==> config.mk <==
export PLATFORM = sky130hd
export DESIGN_NAME = adc_seq
export DESIGN_NICKNAME = d
export VERILOG_FILES = /design/src/rtl/adc_seq_pkg.sv /design/src/rtl/adc_prescaler.sv /design/src/rtl/adc_conv_fsm.sv /design/src/rtl/adc_result.sv /design/src/rtl/adc_seq.sv
export SDC_FILE = /design/constraint.sdc
export NUM_CORES = 1
export LEC_CHECK = 0
export BUFFER_PORTS_ARGS = -buffer_cell sky130_fd_sc_hd__buf_2
export CORE_ASPECT_RATIO = 1.1
export CORE_MARGIN = 1
export CORE_UTILIZATION = 25
export DETAILED_ROUTE_END_ITERATION = 16
export PLACE_DENSITY = 0.55
export SYNTH_ARGS = -nofsm -noshare
export SYNTH_HDL_FRONTEND = slang
export SYNTH_SLANG_ARGS = --single-unit
==> constraint.sdc <==
create_clock -name clk_i -period 5.3 [get_ports clk_i]
set_clock_uncertainty 0.05 [all_clocks]
set_input_delay 0.53 -clock clk_i [delete_from_list [all_inputs] [get_ports clk_i]]
set_output_delay 0.53 -clock clk_i [all_outputs]
set_load 0.02 [all_outputs]
==> src/rtl/adc_seq_pkg.sv <==
package adc_seq_pkg;
  localparam int NORM_LEN  = 13;
  localparam int EXT_LEN   = 25;
  localparam int NORM_SAMP = 2;
  localparam int EXT_SAMP  = 14;
  localparam int CYC_W     = $clog2(EXT_LEN + 1);
endpackage

==> src/rtl/adc_prescaler.sv <==
module adc_prescaler #(
  parameter int PS_W = 3,
  localparam int CNT_W = (1 << PS_W) - 1
) (
  input  logic            clk_i,
  input  logic            rst_ni,
  input  logic            en_i,
  input  logic [PS_W-1:0] ps_sel_i,
  output logic            rise_o,
  output logic            fall_o,
  output logic            adc_clk_o
);
  logic [CNT_W-1:0] cnt_q, mask, half, phase;
  logic [PS_W-1:0]  shamt;
  logic [CNT_W:0]   span;

  always_comb begin
    shamt = (ps_sel_i == '0) ? PS_W'(1) : ps_sel_i;
    span  = (CNT_W+1)'(1) << shamt;
    mask  = CNT_W'(span - 1'b1);
    half  = mask >> 1;
    phase = cnt_q & mask;
    rise_o = en_i && (phase == mask);
    fall_o = en_i && (phase == half);
  end

  always_ff @(posedge clk_i or negedge rst_ni) begin
    if (!rst_ni) begin
      cnt_q     <= '0;
      adc_clk_o <= 1'b0;
    end else if (!en_i) begin
      cnt_q     <= '0;
      adc_clk_o <= 1'b0;
    end else begin
      cnt_q <= cnt_q + 1'b1;
      if (rise_o)      adc_clk_o <= 1'b1;
      else if (fall_o) adc_clk_o <= 1'b0;
    end
  end

  p_clk_low_off_r2: assert property (@(posedge clk_i) disable iff (!rst_ni)
    !en_i |=> !adc_clk_o);
endmodule

==> src/rtl/adc_conv_fsm.sv <==
module adc_conv_fsm
  import adc_seq_pkg::*;
#(
  parameter int CH_W = 3
) (
  input  logic            clk_i,
  input  logic            rst_ni,
  input  logic            en_i,
  input  logic            start_set_i,
  input  logic            free_run_i,
  input  logic [CH_W-1:0] ch_sel_i,
  input  logic            rise_i,
  input  logic            fall_i,
  output logic            busy_o,
  output logic            done_o,
  output logic            sample_o,
  output logic [CH_W-1:0] ch_o,
  output logic            start_o
);
  logic [CYC_W-1:0] cyc_q, len, samp_pt;
  logic             long_q, ext_pend_q, last, launch;

  always_comb begin
    len     = long_q ? CYC_W'(EXT_LEN)  : CYC_W'(NORM_LEN);
    samp_pt = long_q ? CYC_W'(EXT_SAMP) : CYC_W'(NORM_SAMP);
    last    = busy_o && (cyc_q == len);
    done_o  = rise_i && last;
    launch  = rise_i && start_o && (!busy_o || (done_o && free_run_i));
  end

  always_ff @(posedge clk_i or negedge rst_ni) begin
    if (!rst_ni) begin
      start_o    <= 1'b0;
      busy_o     <= 1'b0;
      cyc_q      <= '0;
      long_q     <= 1'b0;
      ext_pend_q <= 1'b1;
      sample_o   <= 1'b0;
      ch_o       <= '0;
    end else if (!en_i) begin
      start_o    <= 1'b0;
      busy_o     <= 1'b0;
      cyc_q      <= '0;
      long_q     <= 1'b0;
      ext_pend_q <= 1'b1;
      sample_o   <= 1'b0;
    end else begin
      start_o  <= start_set_i | (start_o & ~(done_o & ~free_run_i));
      sample_o <= fall_i && busy_o && (cyc_q == samp_pt);
      if (launch) begin
        busy_o     <= 1'b1;
        cyc_q      <= CYC_W'(1);
        long_q     <= ext_pend_q;
        ext_pend_q <= 1'b0;
        ch_o       <= ch_sel_i;
      end else if (done_o) begin
        busy_o <= 1'b0;
        cyc_q  <= '0;
      end else if (rise_i && busy_o) begin
        cyc_q <= cyc_q + 1'b1;
      end
    end
  end

  p_cyc_bound_r3: assert property (@(posedge clk_i) disable iff (!rst_ni)
    busy_o |-> (cyc_q >= CYC_W'(1) && cyc_q <= CYC_W'(EXT_LEN)));
  p_samp_busy_r5: assert property (@(posedge clk_i) disable iff (!rst_ni)
    sample_o |-> $past(busy_o));
  p_launch_on_rise_r3: assert property (@(posedge clk_i) disable iff (!rst_ni)
    (busy_o && !$past(busy_o)) |-> $past(rise_i));
endmodule

==> src/rtl/adc_result.sv <==
module adc_result #(
  parameter int RES_W = 10
) (
  input  logic             clk_i,
  input  logic             rst_ni,
  input  logic             done_i,
  input  logic [RES_W-1:0] conv_val_i,
  input  logic             flag_clr_i,
  input  logic             irq_ack_i,
  output logic [RES_W-1:0] result_o,
  output logic             flag_o
);
  always_ff @(posedge clk_i or negedge rst_ni) begin
    if (!rst_ni) begin
      result_o <= '0;
      flag_o   <= 1'b0;
    end else begin
      if (done_i) result_o <= conv_val_i;
      flag_o <= done_i | (flag_o & ~(flag_clr_i | irq_ack_i));
    end
  end

  p_flag_hold_r10: assert property (@(posedge clk_i) disable iff (!rst_ni)
    (flag_o && !flag_clr_i && !irq_ack_i) |=> flag_o);
  p_result_stable_r6: assert property (@(posedge clk_i) disable iff (!rst_ni)
    !done_i |=> $stable(result_o));
endmodule

==> src/rtl/adc_seq.sv <==
module adc_seq #(
  parameter int PS_W  = 3,
  parameter int CH_W  = 3,
  parameter int RES_W = 10
) (
  input  logic             clk_i,
  input  logic             rst_ni,
  input  logic             en_i,
  input  logic             start_set_i,
  input  logic             free_run_i,
  input  logic [PS_W-1:0]  ps_sel_i,
  input  logic [CH_W-1:0]  ch_sel_i,
  input  logic [RES_W-1:0] conv_val_i,
  input  logic             flag_clr_i,
  input  logic             irq_ack_i,
  output logic             adc_clk_o,
  output logic             sample_o,
  output logic [CH_W-1:0]  ch_o,
  output logic [RES_W-1:0] result_o,
  output logic             flag_o,
  output logic             start_o
);
  logic rise, fall, busy, done;

  adc_prescaler #(.PS_W(PS_W)) u_ps (
    .clk_i, .rst_ni, .en_i, .ps_sel_i,
    .rise_o(rise), .fall_o(fall), .adc_clk_o
  );

  adc_conv_fsm #(.CH_W(CH_W)) u_fsm (
    .clk_i, .rst_ni, .en_i, .start_set_i, .free_run_i, .ch_sel_i,
    .rise_i(rise), .fall_i(fall),
    .busy_o(busy), .done_o(done), .sample_o, .ch_o, .start_o
  );

  adc_result #(.RES_W(RES_W)) u_res (
    .clk_i, .rst_ni, .done_i(done), .conv_val_i, .flag_clr_i, .irq_ack_i,
    .result_o, .flag_o
  );

  p_samp_fall_r5: assert property (@(posedge clk_i) disable iff (!rst_ni)
    sample_o |-> (!adc_clk_o && $past(adc_clk_o)));
  p_done_flag_r6: assert property (@(posedge clk_i) disable iff (!rst_ni)
    done |=> (flag_o && adc_clk_o));
  p_single_drop_r7: assert property (@(posedge clk_i) disable iff (!rst_ni)
    (done && !free_run_i && !start_set_i) |=> !start_o);
  p_free_keep_r8: assert property (@(posedge clk_i) disable iff (!rst_ni)
    (done && free_run_i && en_i) |=> (start_o && busy));
  p_off_idle_r2: assert property (@(posedge clk_i) disable iff (!rst_ni)
    !en_i |=> (!start_o && !busy && !sample_o));
endmodule

# [Word level (Yosys, flattened, before mapping)]
# Cells that the tools add are included.
[word_totals] output_inout_bits=17 input_bits=23 ff_bits=32 elab_cells=67
[op_classes] n_mux=20 n_shift=1 n_reduce_logical=14 eq_ne=8 add_sub_neg=3 bitwise=10
[op_table] operator="5-bit two-way mux" count=5
[op_table] operator="1-bit two-way mux" count=12
[op_table] operator="5-bit equality test" count=2
[op_table] operator="1-bit logical AND" count=10
[op_table] operator="7-bit by 1-bit adder with 7-bit output (second input constant)" count=1
[op_table] operator="7-bit bitwise AND" count=1
[op_table] operator="7-bit by 6-bit equality test with 1-bit output" count=1
[op_table] operator="7-bit equality test" count=1
[op_table] operator="7-bit two-way mux" count=1
[op_table] operator="1-bit by 3-bit left shift with 7-bit output (first input constant)" count=1
[op_table] operator="7-bit by 1-bit subtractor with 7-bit output (second input constant)" count=1
[op_table] operator="3-bit by 1-bit != test with 1-bit output (second input constant)" count=2
[op_table] operator="5-bit by 1-bit adder with 5-bit output (second input constant)" count=1
[op_table] operator="4-bit two-way mux" count=1
[op_table] operator="4-bit by 1-bit != test with 1-bit output (second input constant)" count=1
[op_table] operator="1-bit bitwise AND" count=3
[op_table] operator="3-bit logical NOT" count=1
[op_table] operator="3-bit two-way mux" count=1
[op_table] operator="1-bit inverter" count=3
[op_table] operator="1-bit bitwise OR" count=3
[op_table] operator="2-bit by 1-bit != test with 1-bit output (second input constant)" count=1
[op_table] operator="2-bit AND reduction" count=1
[op_table] operator="1-bit logical NOT" count=1
[op_table] operator="1-bit logical OR" count=1

# [Logic depth before layout (Yosys ltp)]
# Gate-level depths: netlist of the first run.
[logic_depth] word_depth=13 ltp_mapped=9 depth_no_buf=7

# [Modules after synthesis]
# From an unflattened synthesis of the first run, not the netlist that was laid out.
[unflattened] cells_unflattened=148 hier_area_um2=1684.1
[by_module_without_submodules] mod="adc_conv_fsm" area_per_inst_um2=674.4 cells_per_inst=63 seq_area_each_um2=326.6 n_inst=1
[by_module_without_submodules] mod="adc_prescaler" area_per_inst_um2=564.3 cells_per_inst=61 seq_area_each_um2=200.2 n_inst=1
[by_module_without_submodules] mod="adc_result" area_per_inst_um2=445.4 cells_per_inst=24 seq_area_each_um2=275.3 n_inst=1

# [Worst setup path before layout of the first run]
# OpenSTA, ideal clock, no wires.
[synth_timing] kind="input -> register" startpoint="input port ps_sel_i[2]" endpoint="register u_res.result_o[2]" cell_stages=9 t_arrival_ns=2.538 setup_ns=0.127 path_buffers=2 setup_slack_ns=2.585 required_ns=5.123 path_cell_list="buf_2 > or2_2 > ha_1 > nor2b_1 > mux2_4 > or2_4 > nor3_4 > buf_6 > mux2_1"
[synth_between] elab_chain_len=8
[synth_lines] item="start: declaration" line_no="adc_seq.sv:11" rtl="input logic [PS_W-1:0] ps_sel_i,"
[synth_lines] item="3-bit logical NOT" line_no="adc_prescaler.sv:18" rtl="shamt = (ps_sel_i == '0) ? PS_W'(1) : ps_sel_i;"
[synth_lines] item="3-bit two-way mux *" line_no="adc_prescaler.sv:18"
[synth_lines] item="1-bit by 3-bit left shift with 7-bit output *" line_no="adc_prescaler.sv:19" rtl="span = (CNT_W+1)'(1) << shamt;"
[synth_lines] item="7-bit by 1-bit subtractor with 7-bit output *" line_no="adc_prescaler.sv:20" rtl="mask = CNT_W'(span - 1'b1);"
[synth_lines] item="7-bit bitwise AND" line_no="adc_prescaler.sv:22" rtl="phase = cnt_q & mask;"
[synth_lines] item="7-bit equality test *" line_no="adc_prescaler.sv:23" rtl="rise_o = en_i && (phase == mask);"
[synth_lines] item="1-bit logical AND *" line_no="adc_prescaler.sv:23"
[synth_lines] item="1-bit logical AND *" line_no="adc_conv_fsm.sv:27" rtl="done_o = rise_i && last;"
[synth_lines] item="end signal: assignment" line_no="adc_result.sv:18" rtl="if (done_i) result_o <= conv_val_i;"
[synth_lines] item="end: declaration" line_no="adc_result.sv:10" rtl="output logic [RES_W-1:0] result_o,"
# Every way passes the cells marked *; elsewhere a longest branch is shown, timed or not.
# A chain may end at the register's enable or synchronous reset.

# [Worst setup path in the final report of the first run]
[layout_timing] startpoint="input port ps_sel_i[1]" endpoint="register u_fsm.ch_o[2]"
[layout_between] elab_chain_len=12 word_cells_on_any_way=13 classes_between="add/sub: 1; eq/ne: 1; shift: 1; mux: 1; bitwise: 1; reduce/logical: 8"
[layout_lines] item="3-bit logical NOT" line_no="adc_prescaler.sv:18"
[layout_lines] item="3-bit two-way mux *" line_no="adc_prescaler.sv:18"
[layout_lines] item="1-bit by 3-bit left shift with 7-bit output *" line_no="adc_prescaler.sv:19"
[layout_lines] item="7-bit by 1-bit subtractor with 7-bit output *" line_no="adc_prescaler.sv:20"
[layout_lines] item="7-bit bitwise AND" line_no="adc_prescaler.sv:22"
[layout_lines] item="7-bit equality test *" line_no="adc_prescaler.sv:23"
[layout_lines] item="1-bit logical AND *" line_no="adc_prescaler.sv:23"
[layout_lines] item="1-bit logical AND" line_no="adc_conv_fsm.sv:27"
[layout_lines] item="1-bit logical AND" line_no="adc_conv_fsm.sv:28" rtl="launch = rise_i && start_o && (!busy_o || (done_o && free_run_i));"
[layout_lines] item="1-bit logical OR" line_no="adc_conv_fsm.sv:28"
[layout_lines] item="1-bit logical AND *" line_no="adc_conv_fsm.sv:28"
[layout_lines] item="2-bit AND reduction (no source line) *"
[layout_lines] item="end signal: assignment" line_no="adc_conv_fsm.sv:55" rtl="ch_o <= ch_sel_i;"
[layout_lines] item="end: declaration" line_no="adc_conv_fsm.sv:17" rtl="output logic [CH_W-1:0] ch_o,"
# Marks and branches as above.

==> results of run 1 <==
## registers in the layout, summed over array words and instances, names as in the netlist
register,count
u_fsm.long_q,1
u_ps.cnt_q,7
u_res.result_o,10
u_ps.adc_clk_o,1
u_res.flag_o,1
u_fsm.sample_o,1
u_fsm.ch_o,3
u_fsm.start_o,1
u_fsm.ext_pend_q,1
u_fsm.cyc_q,5
u_fsm.busy_o,1
## Yosys cell counts (all sizes together)
cell type / instances
dfrtp: 31
mux2: 14
xnor2: 9
a21oi: 7
buf: 7
nand2: 7
nand3: 7
and2: 5
ha: 5
inv: 5
nor2: 5
o21ai: 5
nor3b: 4
and3: 3
nand2b: 3
nor2b: 3
o211ai: 3
or2: 3
a21o: 2
a31o: 2
nand3b: 2
nor3: 2
o2bb2ai: 2
or3: 2
xor2: 2
a211o: 1
a211oi: 1
a311oi: 1
a32oi: 1
and3b: 1
clkbuf: 1
conb: 1
dfstp: 1
mux2i: 1
nand4b: 1
o2111ai: 1
o211a: 1
o21bai: 1
o31a: 1
or4b: 1
## area by class of cell
| cell class | count | share of cell area [%] |
|---|---|---|
| Tap cell | 82 | 4.92 |
| Inverter | 5 | 0.899 |
| Multi-Input combinational cell | 110 | 41.2 |
| Clock inverter | 2 | 1.68 |
| Clock buffer | 6 | 3.48 |
| Timing Repair Buffer | 39 | 9.35 |
| Sequential cell | 32 | 38.4 |
## metal layers
layer,track usage (%),vias up,wire length [um]
met2,14.8,44,1400
met1,15.1,583,1720
met3,3.98,2,218
li1,-,622,-
met4,2.92,0,19
met5,0,-,0
## stage by stage
| stage | utilization [%] | worst slack, ns | power (mW) | hold slack (ns) | instances |
|---|---|---|---|---|---|
| 2_1_floorplan | - | 2.58 | 0.293 | 0.184 | 155 |
| 3_3_place_gp | 29.8 | 2.28 | 0.314 | 0.413 | 268 |
| 3_5_place_dp | 29.8 | 2.24 | 0.314 | 0.421 | 268 |
| 4_1_cts | 31.5 | 2.55 | 0.548 | 0.280 | 276 |
| 5_1_grt | 31.5 | 2.43 | 0.563 | 0.310 | 276 |
| 6_report | 31.5 | 2.56 | 0.538 | 0.258 | 276 |
## final timing paths
kind | from | to | slack (ns) | cells after the start
worst min-delay path | rst_ni | u_ps.cnt_q[2] | 0.26 | 1
max in group asynchronous | rst_ni | u_fsm.cyc_q[4] | 4.47 | 1
worst max-delay path | ps_sel_i[1] | u_fsm.ch_o[2] | 2.56 | 8
worst min register to register | u_fsm.ch_o[0] | u_fsm.ch_o[0] | 0.43 | 1
worst max register to register | u_ps.cnt_q[2] | u_fsm.ch_o[2] | 3.12 | 5
min in group clk_i | ch_sel_i[0] | u_fsm.ch_o[0] | 0.41 | 2
## power groups by stage
| stage | logic (mW) | clock network [mW] | registers [mW] |
|---|---|---|---|
| after floorplan | 0.0296 | 0 | 0.263 |
| after global placement | 0.0539 | 0 | 0.260 |
| after detailed placement | 0.0539 | 0 | 0.260 |
| after CTS | 0.0542 | 0.238 | 0.256 |
| after global routing | 0.0596 | 0.247 | 0.257 |
| final | 0.0535 | 0.228 | 0.256 |
## cells by family (layout without fill, tap and decap cells)
kind of cell    count (synthesis)  count (layout)  synth area share [%]
buf+inv                        13              52                  4.18
fa+ha+maj                       5               5                  3.60
xor+xnor                       11              11                  5.55
mux                            15              15                  9.88
compound gates                 29              29                  11.9
simple gates                   49              49                  18.5
flops                          32              32                  46.2
other cells                     1               1                 0.216
==> impl_results.html, run 1 <==
<table>
<tr><th>Metric</th><th>Value</th></tr>
<tr><th colspan="2">Layout</th></tr>
<tr><td>Share of layout cells above drive strength 1</td><td>32.0%</td></tr>
<tr><td>Commonest cells after routing, fill and taps aside</td><td>sky130_fd_sc_hd__buf_2 (39), sky130_fd_sc_hd__dfrtp_1 (31), sky130_fd_sc_hd__mux2_1 (10)</td></tr>
<tr><td>Combined area of the multi-input logic cells</td><td>861 um2</td></tr>
<tr><td>Antenna cells</td><td>0</td></tr>
<tr><td>Sequential Area</td><td>802 um2</td></tr>
<tr><td>Most common cell after layout, fill and taps aside</td><td>sky130_fd_sc_hd__buf_2</td></tr>
<tr><td>Fillers</td><td>710</td></tr>
<tr><td>Area growth, synth to finish</td><td>20.3%</td></tr>
<tr><td>Post-layout instance area</td><td>2090 um2</td></tr>
<tr><td>Layout net count</td><td>221</td></tr>
<tr><th colspan="2">Logic synthesis</th></tr>
<tr><td>Share of the synthesized area in the top cell type</td><td>44.7%</td></tr>
<tr><td>Flip-flop and latch count after synthesis</td><td>32</td></tr>
<tr><td>Leading cell types by total area after synthesis</td><td>sky130_fd_sc_hd__dfrtp_1 (45%), sky130_fd_sc_hd__mux2_1 (6.5%), sky130_fd_sc_hd__xnor2_1 (4.5%)</td></tr>
<tr><td>Net count after synthesis</td><td>183</td></tr>
<tr><td>Sequential-to-total area share from yosys stat</td><td>46.2%</td></tr>
<tr><td>Synth Instances</td><td>155</td></tr>
<tr><td>Number of warnings printed during yosys synthesis</td><td>0</td></tr>
<tr><td>Leading area contributor after synthesis</td><td>sky130_fd_sc_hd__dfrtp_1</td></tr>
<tr><td>Unique cell type count in the Yosys netlist</td><td>49</td></tr>
<tr><td>Mapped Area</td><td>1740 um2</td></tr>
<tr><td>Synth Area per Inst</td><td>11.2 um2</td></tr>
<tr><th colspan="2">Pwr</th></tr>
<tr><td>Switching fraction of total power</td><td>23.2%</td></tr>
<tr><td>Relative contribution of the clock network to total power</td><td>42.4%</td></tr>
<tr><td>Sequential fraction of design power</td><td>47.6%</td></tr>
<tr><td>Combinational share of power</td><td>10.0%</td></tr>
<tr><td>Total power density per cell area</td><td>258 nW/um2</td></tr>
<tr><td>Internal power</td><td>0.413 mW</td></tr>
<tr><td>Net switching power</td><td>0.125 mW</td></tr>
<tr><td>Static leakage</td><td>1.06 nW</td></tr>
<tr><td>IR Drop Worst-Case VDD</td><td>0.125 mV</td></tr>
<tr><th colspan="2">Routing</th></tr>
<tr><td>First-pass iteration count of the detailed router</td><td>4</td></tr>
<tr><td>Initial detailed-routing violation count</td><td>69</td></tr>
<tr><td>Detailed-route wire length</td><td>3360 um</td></tr>
<tr><td>Average wire per standard cell</td><td>12.2 um</td></tr>
<tr><td>Routed Antenna Nets</td><td>0</td></tr>
<tr><td>DRC viols</td><td>0</td></tr>
<tr><td>Total via count in the routed design</td><td>1251</td></tr>
<tr><td>Vias per inst</td><td>4.53</td></tr>
<tr><th colspan="2">Global routing</th></tr>
<tr><td>Overall routing resource usage</td><td>10.6%</td></tr>
<tr><td>Wire length of the first global-routing pass</td><td>5690 um</td></tr>
<tr><td>Initial antenna violation count</td><td>0</td></tr>
<tr><td>Via count of the first global-routing pass</td><td>1173</td></tr>
<tr><td>Residual overflow from global routing</td><td>0</td></tr>
<tr><td>Largest net degree at the start of global routing</td><td>33</td></tr>
<tr><th colspan="2">STA</th></tr>
<tr><td>Unrepaired setup endpoints after global routing</td><td>false</td></tr>
<tr><td>Share of the clock period used by the worst path</td><td>51.6%</td></tr>
<tr><td>Relative slew slack</td><td>51.2%</td></tr>
<tr><td>Final critical delay including setup and external delays</td><td>2.74 ns</td></tr>
<tr><td>Number of slew-limit violations in the final report</td><td>0</td></tr>
<tr><td>Total negative setup slack</td><td>0 ns</td></tr>
<tr><td>Final setup fails</td><td>0</td></tr>
<tr><td>Fin. Hold Viols</td><td>0</td></tr>
<tr><td>Fmax achieved</td><td>365 MHz</td></tr>
<tr><td>Slew at the pin closest to its max-slew limit</td><td>0.732 ns</td></tr>
<tr><th colspan="2">CTS</th></tr>
<tr><td>Clock tree root driver cell</td><td>sky130_fd_sc_hd__clkbuf_8</td></tr>
<tr><td>Clock buffer count from CTS</td><td>5</td></tr>
<tr><td>Number of cells upsized or downsized after cts</td><td>0</td></tr>
<tr><td>Clock Latency Late Sink</td><td>0.28 ns</td></tr>
<tr><td>Clock tree from TritonCTS</td><td>built</td></tr>
<tr><td>H-tree lvl count</td><td>2</td></tr>
<tr><td>Clock slew at the register clock pins of the worst setup and hold paths</td><td>0.07 ns</td></tr>
<tr><td>Sink count of the clock tree</td><td>32</td></tr>
<tr><td>Maximum buffer depth of the clock tree</td><td>2</td></tr>
<tr><td>Total setup buffers inserted after CTS</td><td>0</td></tr>
<tr><td>Number of hold buffers added after cts</td><td>0</td></tr>
<tr><th colspan="2">Job</th></tr>
<tr><td>Number of max-cap violations</td><td>0</td></tr>
<tr><th colspan="2">Placement</th></tr>
<tr><td>IO buf count</td><td>39</td></tr>
<tr><td>Final Wtd Congestion</td><td>0.801</td></tr>
<tr><td>Post-DP HPWL</td><td>2390 um</td></tr>
<tr><td>Post-DP Area</td><td>1980 um2</td></tr>
<tr><th colspan="2">Die</th></tr>
<tr><td>Area enclosed by the die boundary</td><td>7280 um2</td></tr>
<tr><td>Number of core rows</td><td>31</td></tr>
<tr><td>Ports placed on the boundary</td><td>40</td></tr>
<tr><td>Area of the core region</td><td>6630 um2</td></tr>
<tr><td>Floorplan die height</td><td>89.4 um</td></tr>
<tr><td>Die Wd</td><td>81.4 um</td></tr>
<tr><td>Starting Density</td><td>26.2%</td></tr>
<tr><th colspan="2">Critical path</th></tr>
<tr><td>CP Data Arrival Time</td><td>2.86 ns</td></tr>
<tr><td>CP top delay family</td><td>simple AND/OR/NAND/NOR gates</td></tr>
<tr><td>Cells along the critical path</td><td>buf_2 &gt; or2_2 &gt; ha_1 &gt; nor2b_1 &gt; mux2_4 &gt; nor3_2 &gt; and3_1 &gt; mux2_2</td></tr>
<tr><td>WP buf/inv</td><td>1</td></tr>
<tr><td>Max Fanout on Critical Path</td><td>10</td></tr>
<tr><td>Required time of the critical path</td><td>5.42 ns</td></tr>
<tr><td>WS Path Type</td><td>in -&gt; reg</td></tr>
<tr><td>Capturing element type of the critical path</td><td>flop</td></tr>
<tr><td>Crit start category</td><td>input pin</td></tr>
<tr><td>Slowest stage cell, crit path</td><td>sky130_fd_sc_hd__and3_1</td></tr>
<tr><td>Maximum single-stage delay on the critical path</td><td>0.41 ns</td></tr>
<tr><th colspan="2">Status</th></tr>
<tr><td>Outcome</td><td>complete, no violations</td></tr>
<tr><th colspan="2">Hold path</th></tr>
<tr><td>Hold Path Class</td><td>in -&gt; async</td></tr>
</table>
Power figures use the tool's default switching activity.
==> inputs of run 2 (changes only) <==
- ABC_AREA: unset -> 1
- clock period: 5.3 -> 2.7 ns (I/O delays scaled with it)
==> impl_results.html, run 2 <==
<table>
<tr><th>Metric</th><th>Value</th></tr>
<tr><th colspan="2">Logic synthesis</th></tr>
<tr><td>Synth Instances</td><td>222 (+43%)</td></tr>
<tr><td>Share of the synthesized area in the top cell type</td><td>44.6% (-0.13 points)</td></tr>
<tr><td>Leading area contributor after synthesis</td><td>sky130_fd_sc_hd__dfrtp_1</td></tr>
<tr><td>Mux contribution to synthesized area</td><td>0% (-9.9 points)</td></tr>
<tr><td>Net count after synthesis</td><td>250 (+37%)</td></tr>
<tr><td>Top post-synthesis cells by count</td><td>sky130_fd_sc_hd__nand2_1 (75), sky130_fd_sc_hd__dfrtp_1 (31), sky130_fd_sc_hd__inv_1 (23), sky130_fd_sc_hd__nand3_1 (15), sky130_fd_sc_hd__nand4_1 (13)</td></tr>
<tr><td>Library cell with the highest instance count after synthesis</td><td>sky130_fd_sc_hd__nand2_1</td></tr>
<tr><td>Unique cell type count in the Yosys netlist</td><td>28 (-43%)</td></tr>
<tr><td>Fraction of the mapped netlist area in compound gates</td><td>5.97% (-5.9 points)</td></tr>
<tr><td>Xor and xnor area share after synthesis</td><td>2.01% (-3.5 points)</td></tr>
<tr><td>Adder-Cell Fraction of Synth Area</td><td>3.59% (-0.010 points)</td></tr>
<tr><td>Post-Synth Simple-Gate Area</td><td>34.4% (+16 points)</td></tr>
<tr><td>Post-synth ARST share</td><td>100% (unchanged)</td></tr>
<tr><td>Mapped Area</td><td>1740 um2 (+0.29%)</td></tr>
<tr><td>Number of warnings printed during yosys synthesis</td><td>0 (unchanged)</td></tr>
<tr><td>Sequential-to-total area share from yosys stat</td><td>46.1% (-0.13 points)</td></tr>
<tr><td>Synth Area per Inst</td><td>7.84 um2 (-30%)</td></tr>
<tr><td>Leading cell types by total area after synthesis</td><td>sky130_fd_sc_hd__dfrtp_1 (45%), sky130_fd_sc_hd__nand2_1 (16%), sky130_fd_sc_hd__inv_1 (5.0%)</td></tr>
<tr><td>Prevailing post-synth register cell</td><td>sky130_fd_sc_hd__dfrtp_1</td></tr>
<tr><td>Flip-flop and latch count after synthesis</td><td>32 (unchanged)</td></tr>
<tr><td>Dominant combinational cell family by area after synthesis</td><td>simple AND/OR/NAND/NOR gates</td></tr>
<tr><td>Count of flip-flops with a built-in enable after synthesis</td><td>0 (unchanged)</td></tr>
<tr><th colspan="2">Global routing</th></tr>
<tr><td>Residual overflow from global routing</td><td>0 (unchanged)</td></tr>
<tr><td>Largest net degree at the start of global routing</td><td>33 (unchanged)</td></tr>
<tr><td>Initial antenna violation count</td><td>0 (unchanged)</td></tr>
<tr><td>Via count of the first global-routing pass</td><td>1417 (+21%)</td></tr>
<tr><td>Overall routing resource usage</td><td>12.1% (+1.4 points)</td></tr>
<tr><td>Wire length of the first global-routing pass</td><td>6490 um (+14%)</td></tr>
<tr><th colspan="2">Pwr</th></tr>
<tr><td>Total power density per cell area</td><td>472 nW/um2 (+83%)</td></tr>
<tr><td>IR Drop Worst-Case VDD</td><td>0.308 mV (+150%)</td></tr>
<tr><td>Total power of the final layout</td><td>0.995 mW (+85%)</td></tr>
<tr><td>Static leakage</td><td>1.14 nW (+7.0%)</td></tr>
<tr><th colspan="2">STA</th></tr>
<tr><td>Relative slew slack</td><td>51.8% (+0.57 points)</td></tr>
<tr><td>Final critical delay including setup and external delays</td><td>1.89 ns</td></tr>
<tr><td>Final setup fails</td><td>0 (unchanged)</td></tr>
<tr><td>Number of slew-limit violations in the final report</td><td>0 (unchanged)</td></tr>
<tr><td>Share of the clock period used by the worst path</td><td>69.9%</td></tr>
<tr><td>Total negative setup slack</td><td>0 ns (unchanged)</td></tr>
<tr><td>Fin. Hold Viols</td><td>26 (+26)</td></tr>
<tr><td>Final worst hold slack</td><td>-0.0109 ns (-0.269 ns)</td></tr>
<tr><td>Unrepaired setup endpoints after global routing</td><td>false</td></tr>
<tr><td>Fmax achieved</td><td>530 MHz</td></tr>
<tr><td>Slew at the pin closest to its max-slew limit</td><td>0.723 ns (-0.00852 ns)</td></tr>
<tr><th colspan="2">CTS</th></tr>
<tr><td>Clock slew at the register clock pins of the worst setup and hold paths</td><td>0.07 ns (about the same)</td></tr>
<tr><td>Clock Latency Late Sink</td><td>0.28 ns (about the same)</td></tr>
<tr><td>Number of cells upsized or downsized after cts</td><td>0 (unchanged)</td></tr>
<tr><td>H-tree lvl count</td><td>2 (unchanged)</td></tr>
<tr><td>Clock tree root driver cell</td><td>sky130_fd_sc_hd__clkbuf_8</td></tr>
<tr><td>Clock tree from TritonCTS</td><td>built</td></tr>
<tr><td>Maximum buffer depth of the clock tree</td><td>2 (unchanged)</td></tr>
<tr><td>Clock buffer count from CTS</td><td>5 (unchanged)</td></tr>
<tr><td>Total setup buffers inserted after CTS</td><td>0 (unchanged)</td></tr>
<tr><td>Number of hold buffers added after cts</td><td>0 (unchanged)</td></tr>
<tr><td>Sink count of the clock tree</td><td>32 (unchanged)</td></tr>
<tr><th colspan="2">Critical path</th></tr>
<tr><td>Cell count of the worst reg-to-reg path</td><td>11 (+6)</td></tr>
<tr><td>Logic depth of the worst path, buffers included</td><td>12 (+4)</td></tr>
<tr><td>Cells along the critical path</td><td>buf_2 &gt; or2_2 &gt; ha_1 &gt; nand2_1 &gt; nand2_1 &gt; nand3_2 &gt; nor2_4 &gt; nand2_2 &gt; nor2_4 &gt; nand2_4 &gt; nand4_1 &gt; nand2_1</td></tr>
<tr><td>Crit start category</td><td>input pin</td></tr>
<tr><td>Slowest stage cell, crit path</td><td>sky130_fd_sc_hd__ha_1</td></tr>
<tr><td>Max Fanout on Critical Path</td><td>16 (+6)</td></tr>
<tr><td>Capturing element type of the critical path</td><td>flop</td></tr>
<tr><td>CP Data Arrival Time</td><td>2.00 ns (-0.86 ns)</td></tr>
<tr><td>WP buf/inv</td><td>1 (unchanged)</td></tr>
<tr><td>Required time of the critical path</td><td>2.82 ns (-2.60 ns)</td></tr>
<tr><td>WS Path Type</td><td>in -&gt; reg</td></tr>
<tr><td>CP top delay family</td><td>simple AND/OR/NAND/NOR gates</td></tr>
<tr><td>Maximum single-stage delay on the critical path</td><td>0.32 ns (-0.09 ns)</td></tr>
<tr><td>Top cell by count, worst path</td><td>sky130_fd_sc_hd__nand2_1</td></tr>
<tr><th colspan="2">Job</th></tr>
<tr><td>Number of max-cap violations</td><td>0 (unchanged)</td></tr>
<tr><th colspan="2">Routing</th></tr>
<tr><td>Vias per inst</td><td>4.39 (-3.2%)</td></tr>
<tr><td>First-pass iteration count of the detailed router</td><td>4 (unchanged)</td></tr>
<tr><td>Total via count in the routed design</td><td>1523 (+22%)</td></tr>
<tr><td>Initial detailed-routing violation count</td><td>29 (-58%)</td></tr>
<tr><td>Routed Antenna Nets</td><td>0 (unchanged)</td></tr>
<tr><td>Detailed-route wire length</td><td>3820 um (+14%)</td></tr>
<tr><td>DRC viols</td><td>0 (unchanged)</td></tr>
<tr><td>Average wire per standard cell</td><td>11.0 um (-9.6%)</td></tr>
<tr><th colspan="2">Layout</th></tr>
<tr><td>Post-layout instance area</td><td>2110 um2 (+0.90%)</td></tr>
<tr><td>Area growth, synth to finish</td><td>21.0%</td></tr>
<tr><td>Largest register by flop count</td><td>u_res.result_o</td></tr>
<tr><td>Fillers</td><td>735 (+3.5%)</td></tr>
<tr><td>Share of layout cells above drive strength 1</td><td>23.8% (-8.2 points)</td></tr>
<tr><td>Number of flip-flops under the largest register name</td><td>10 (unchanged)</td></tr>
<tr><td>Leading registers by flop count</td><td>u_res.result_o: 10 flops, u_ps.cnt_q: 7 flops, u_fsm.cyc_q: 5 flops</td></tr>
<tr><td>Antenna cells</td><td>0 (unchanged)</td></tr>
<tr><td>Commonest cells after routing, fill and taps aside</td><td>sky130_fd_sc_hd__nand2_1 (75), sky130_fd_sc_hd__buf_2 (39), sky130_fd_sc_hd__dfrtp_1 (31)</td></tr>
<tr><td>Most common cell after layout, fill and taps aside</td><td>sky130_fd_sc_hd__nand2_1</td></tr>
<tr><td>Layout net count</td><td>292 (+32%)</td></tr>
<tr><th colspan="2">Die</th></tr>
<tr><td>Starting Density</td><td>26.1% (-0.077 points)</td></tr>
<tr><td>Area of the core region</td><td>6670 um2 (+0.58%)</td></tr>
<tr><td>Area enclosed by the die boundary</td><td>7300 um2 (+0.28%)</td></tr>
<tr><td>Die Wd</td><td>81.6 um (+0.14%)</td></tr>
<tr><td>Number of core rows</td><td>31 (unchanged)</td></tr>
<tr><td>Floorplan die height</td><td>89.5 um (+0.14%)</td></tr>
<tr><td>Ports placed on the boundary</td><td>40 (unchanged)</td></tr>
<tr><th colspan="2">Placement</th></tr>
<tr><td>Post-DP HPWL</td><td>2790 um (+17%)</td></tr>
<tr><td>Post-DP Area</td><td>2010 um2 (+1.7%)</td></tr>
<tr><td>IO buf count</td><td>39 (unchanged)</td></tr>
<tr><td>Final Wtd Congestion</td><td>0.770 (-3.9%)</td></tr>
<tr><th colspan="2">Hold path</th></tr>
<tr><td>Hold Path Class</td><td>in -&gt; async</td></tr>
<tr><th colspan="2">Status</th></tr>
<tr><td>Failing checks</td><td>hold timing</td></tr>
<tr><td>Outcome</td><td>finished with violations</td></tr>
</table>
-- run 2: cell families (layout without fill, tap and decap cells) --
logic type,after synthesis,in the layout
adder cells (fa/ha/maj),5,5
AO/OA/AOI/OAI,19,19
AND/OR/NAND/NOR,130,130
XOR/XNOR,4,4
other,1,1
buffers and inverters,31,74
flip-flops,32,32
-- run 2: power breakdown --
part	leakage, nW	switching [mW]	internal (mW)	total [mW]
Combinational	0.649	0.0711	0.0385	0.110
Clock	0.0510	0.176	0.203	0.379
Sequential	0.436	0.0125	0.494	0.506
Total	1.14	0.259	0.735	0.995
-- run 2: worst paths after layout --
check	start	to	slack, ns
worst max-delay path	ps_sel_i[1]	u_fsm.cyc_q[4]	0.81
worst min-delay path	rst_ni	u_res.result_o[5]	-0.01
worst max register to register	u_fsm.cyc_q[1]	u_fsm.cyc_q[4]	0.99
worst min register to register	u_fsm.ext_pend_q	u_fsm.ext_pend_q	0.41
max in group asynchronous	rst_ni	u_ps.cnt_q[1]	2.15
min in group clk_i	conv_val_i[7]	u_res.result_o[7]	0.13
-- run 2: layer usage --
| layer | track usage [%] | vias up | routed length [um] |
|---|---|---|---|
| met5 | 0 | - | 0 |
| met4 | 6.33 | 0 | 76 |
| li1 | - | 799 | - |
| met3 | 3.27 | 4 | 197 |
| met2 | 18.0 | 37 | 1640 |
| met1 | 15.9 | 683 | 1910 |
-- run 2: worst reg2reg max path, stage by stage, from the launching register on --
cell                      delay [ns]
sky130_fd_sc_hd__dfrtp_1        0.42
sky130_fd_sc_hd__inv_1          0.07
sky130_fd_sc_hd__ha_1           0.13
sky130_fd_sc_hd__nand2_1        0.05
sky130_fd_sc_hd__inv_1          0.06
sky130_fd_sc_hd__nand3_1        0.07
sky130_fd_sc_hd__nor2_1         0.16
sky130_fd_sc_hd__nand4_1        0.13
sky130_fd_sc_hd__nand2_2        0.15
sky130_fd_sc_hd__nand2_4        0.14
sky130_fd_sc_hd__nand4_1        0.10
sky130_fd_sc_hd__nand2_1        0.06
-- run 2: final cells by class --
| cell class | count | area [um2] | share of cell area [%] |
|---|---|---|---|
| well taps | 82 | 103 | 4.87 |
| flip-flops and latches | 32 | 802 | 38.1 |
| clock inverters | 2 | 10.0 | 0.475 |
| inverters | 25 | 93.8 | 4.46 |
| multi-input cells | 159 | 805 | 38.2 |
| repair buffers | 41 | 210 | 9.98 |
| clock buffers | 6 | 82.6 | 3.92 |
-- run 2: through the flow --
stage          std cells  setup slack, ns  utilization [%]  hold slack (ns)
2_1_floorplan        222            0.765                -          -0.0756
3_3_place_gp         339            0.518             30.2            0.327
3_5_place_dp         339            0.507             30.2            0.331
4_1_cts              347            0.808             31.6           0.0114
5_1_grt              347            0.638             31.6           0.0473
6_report             347            0.814             31.6          -0.0109
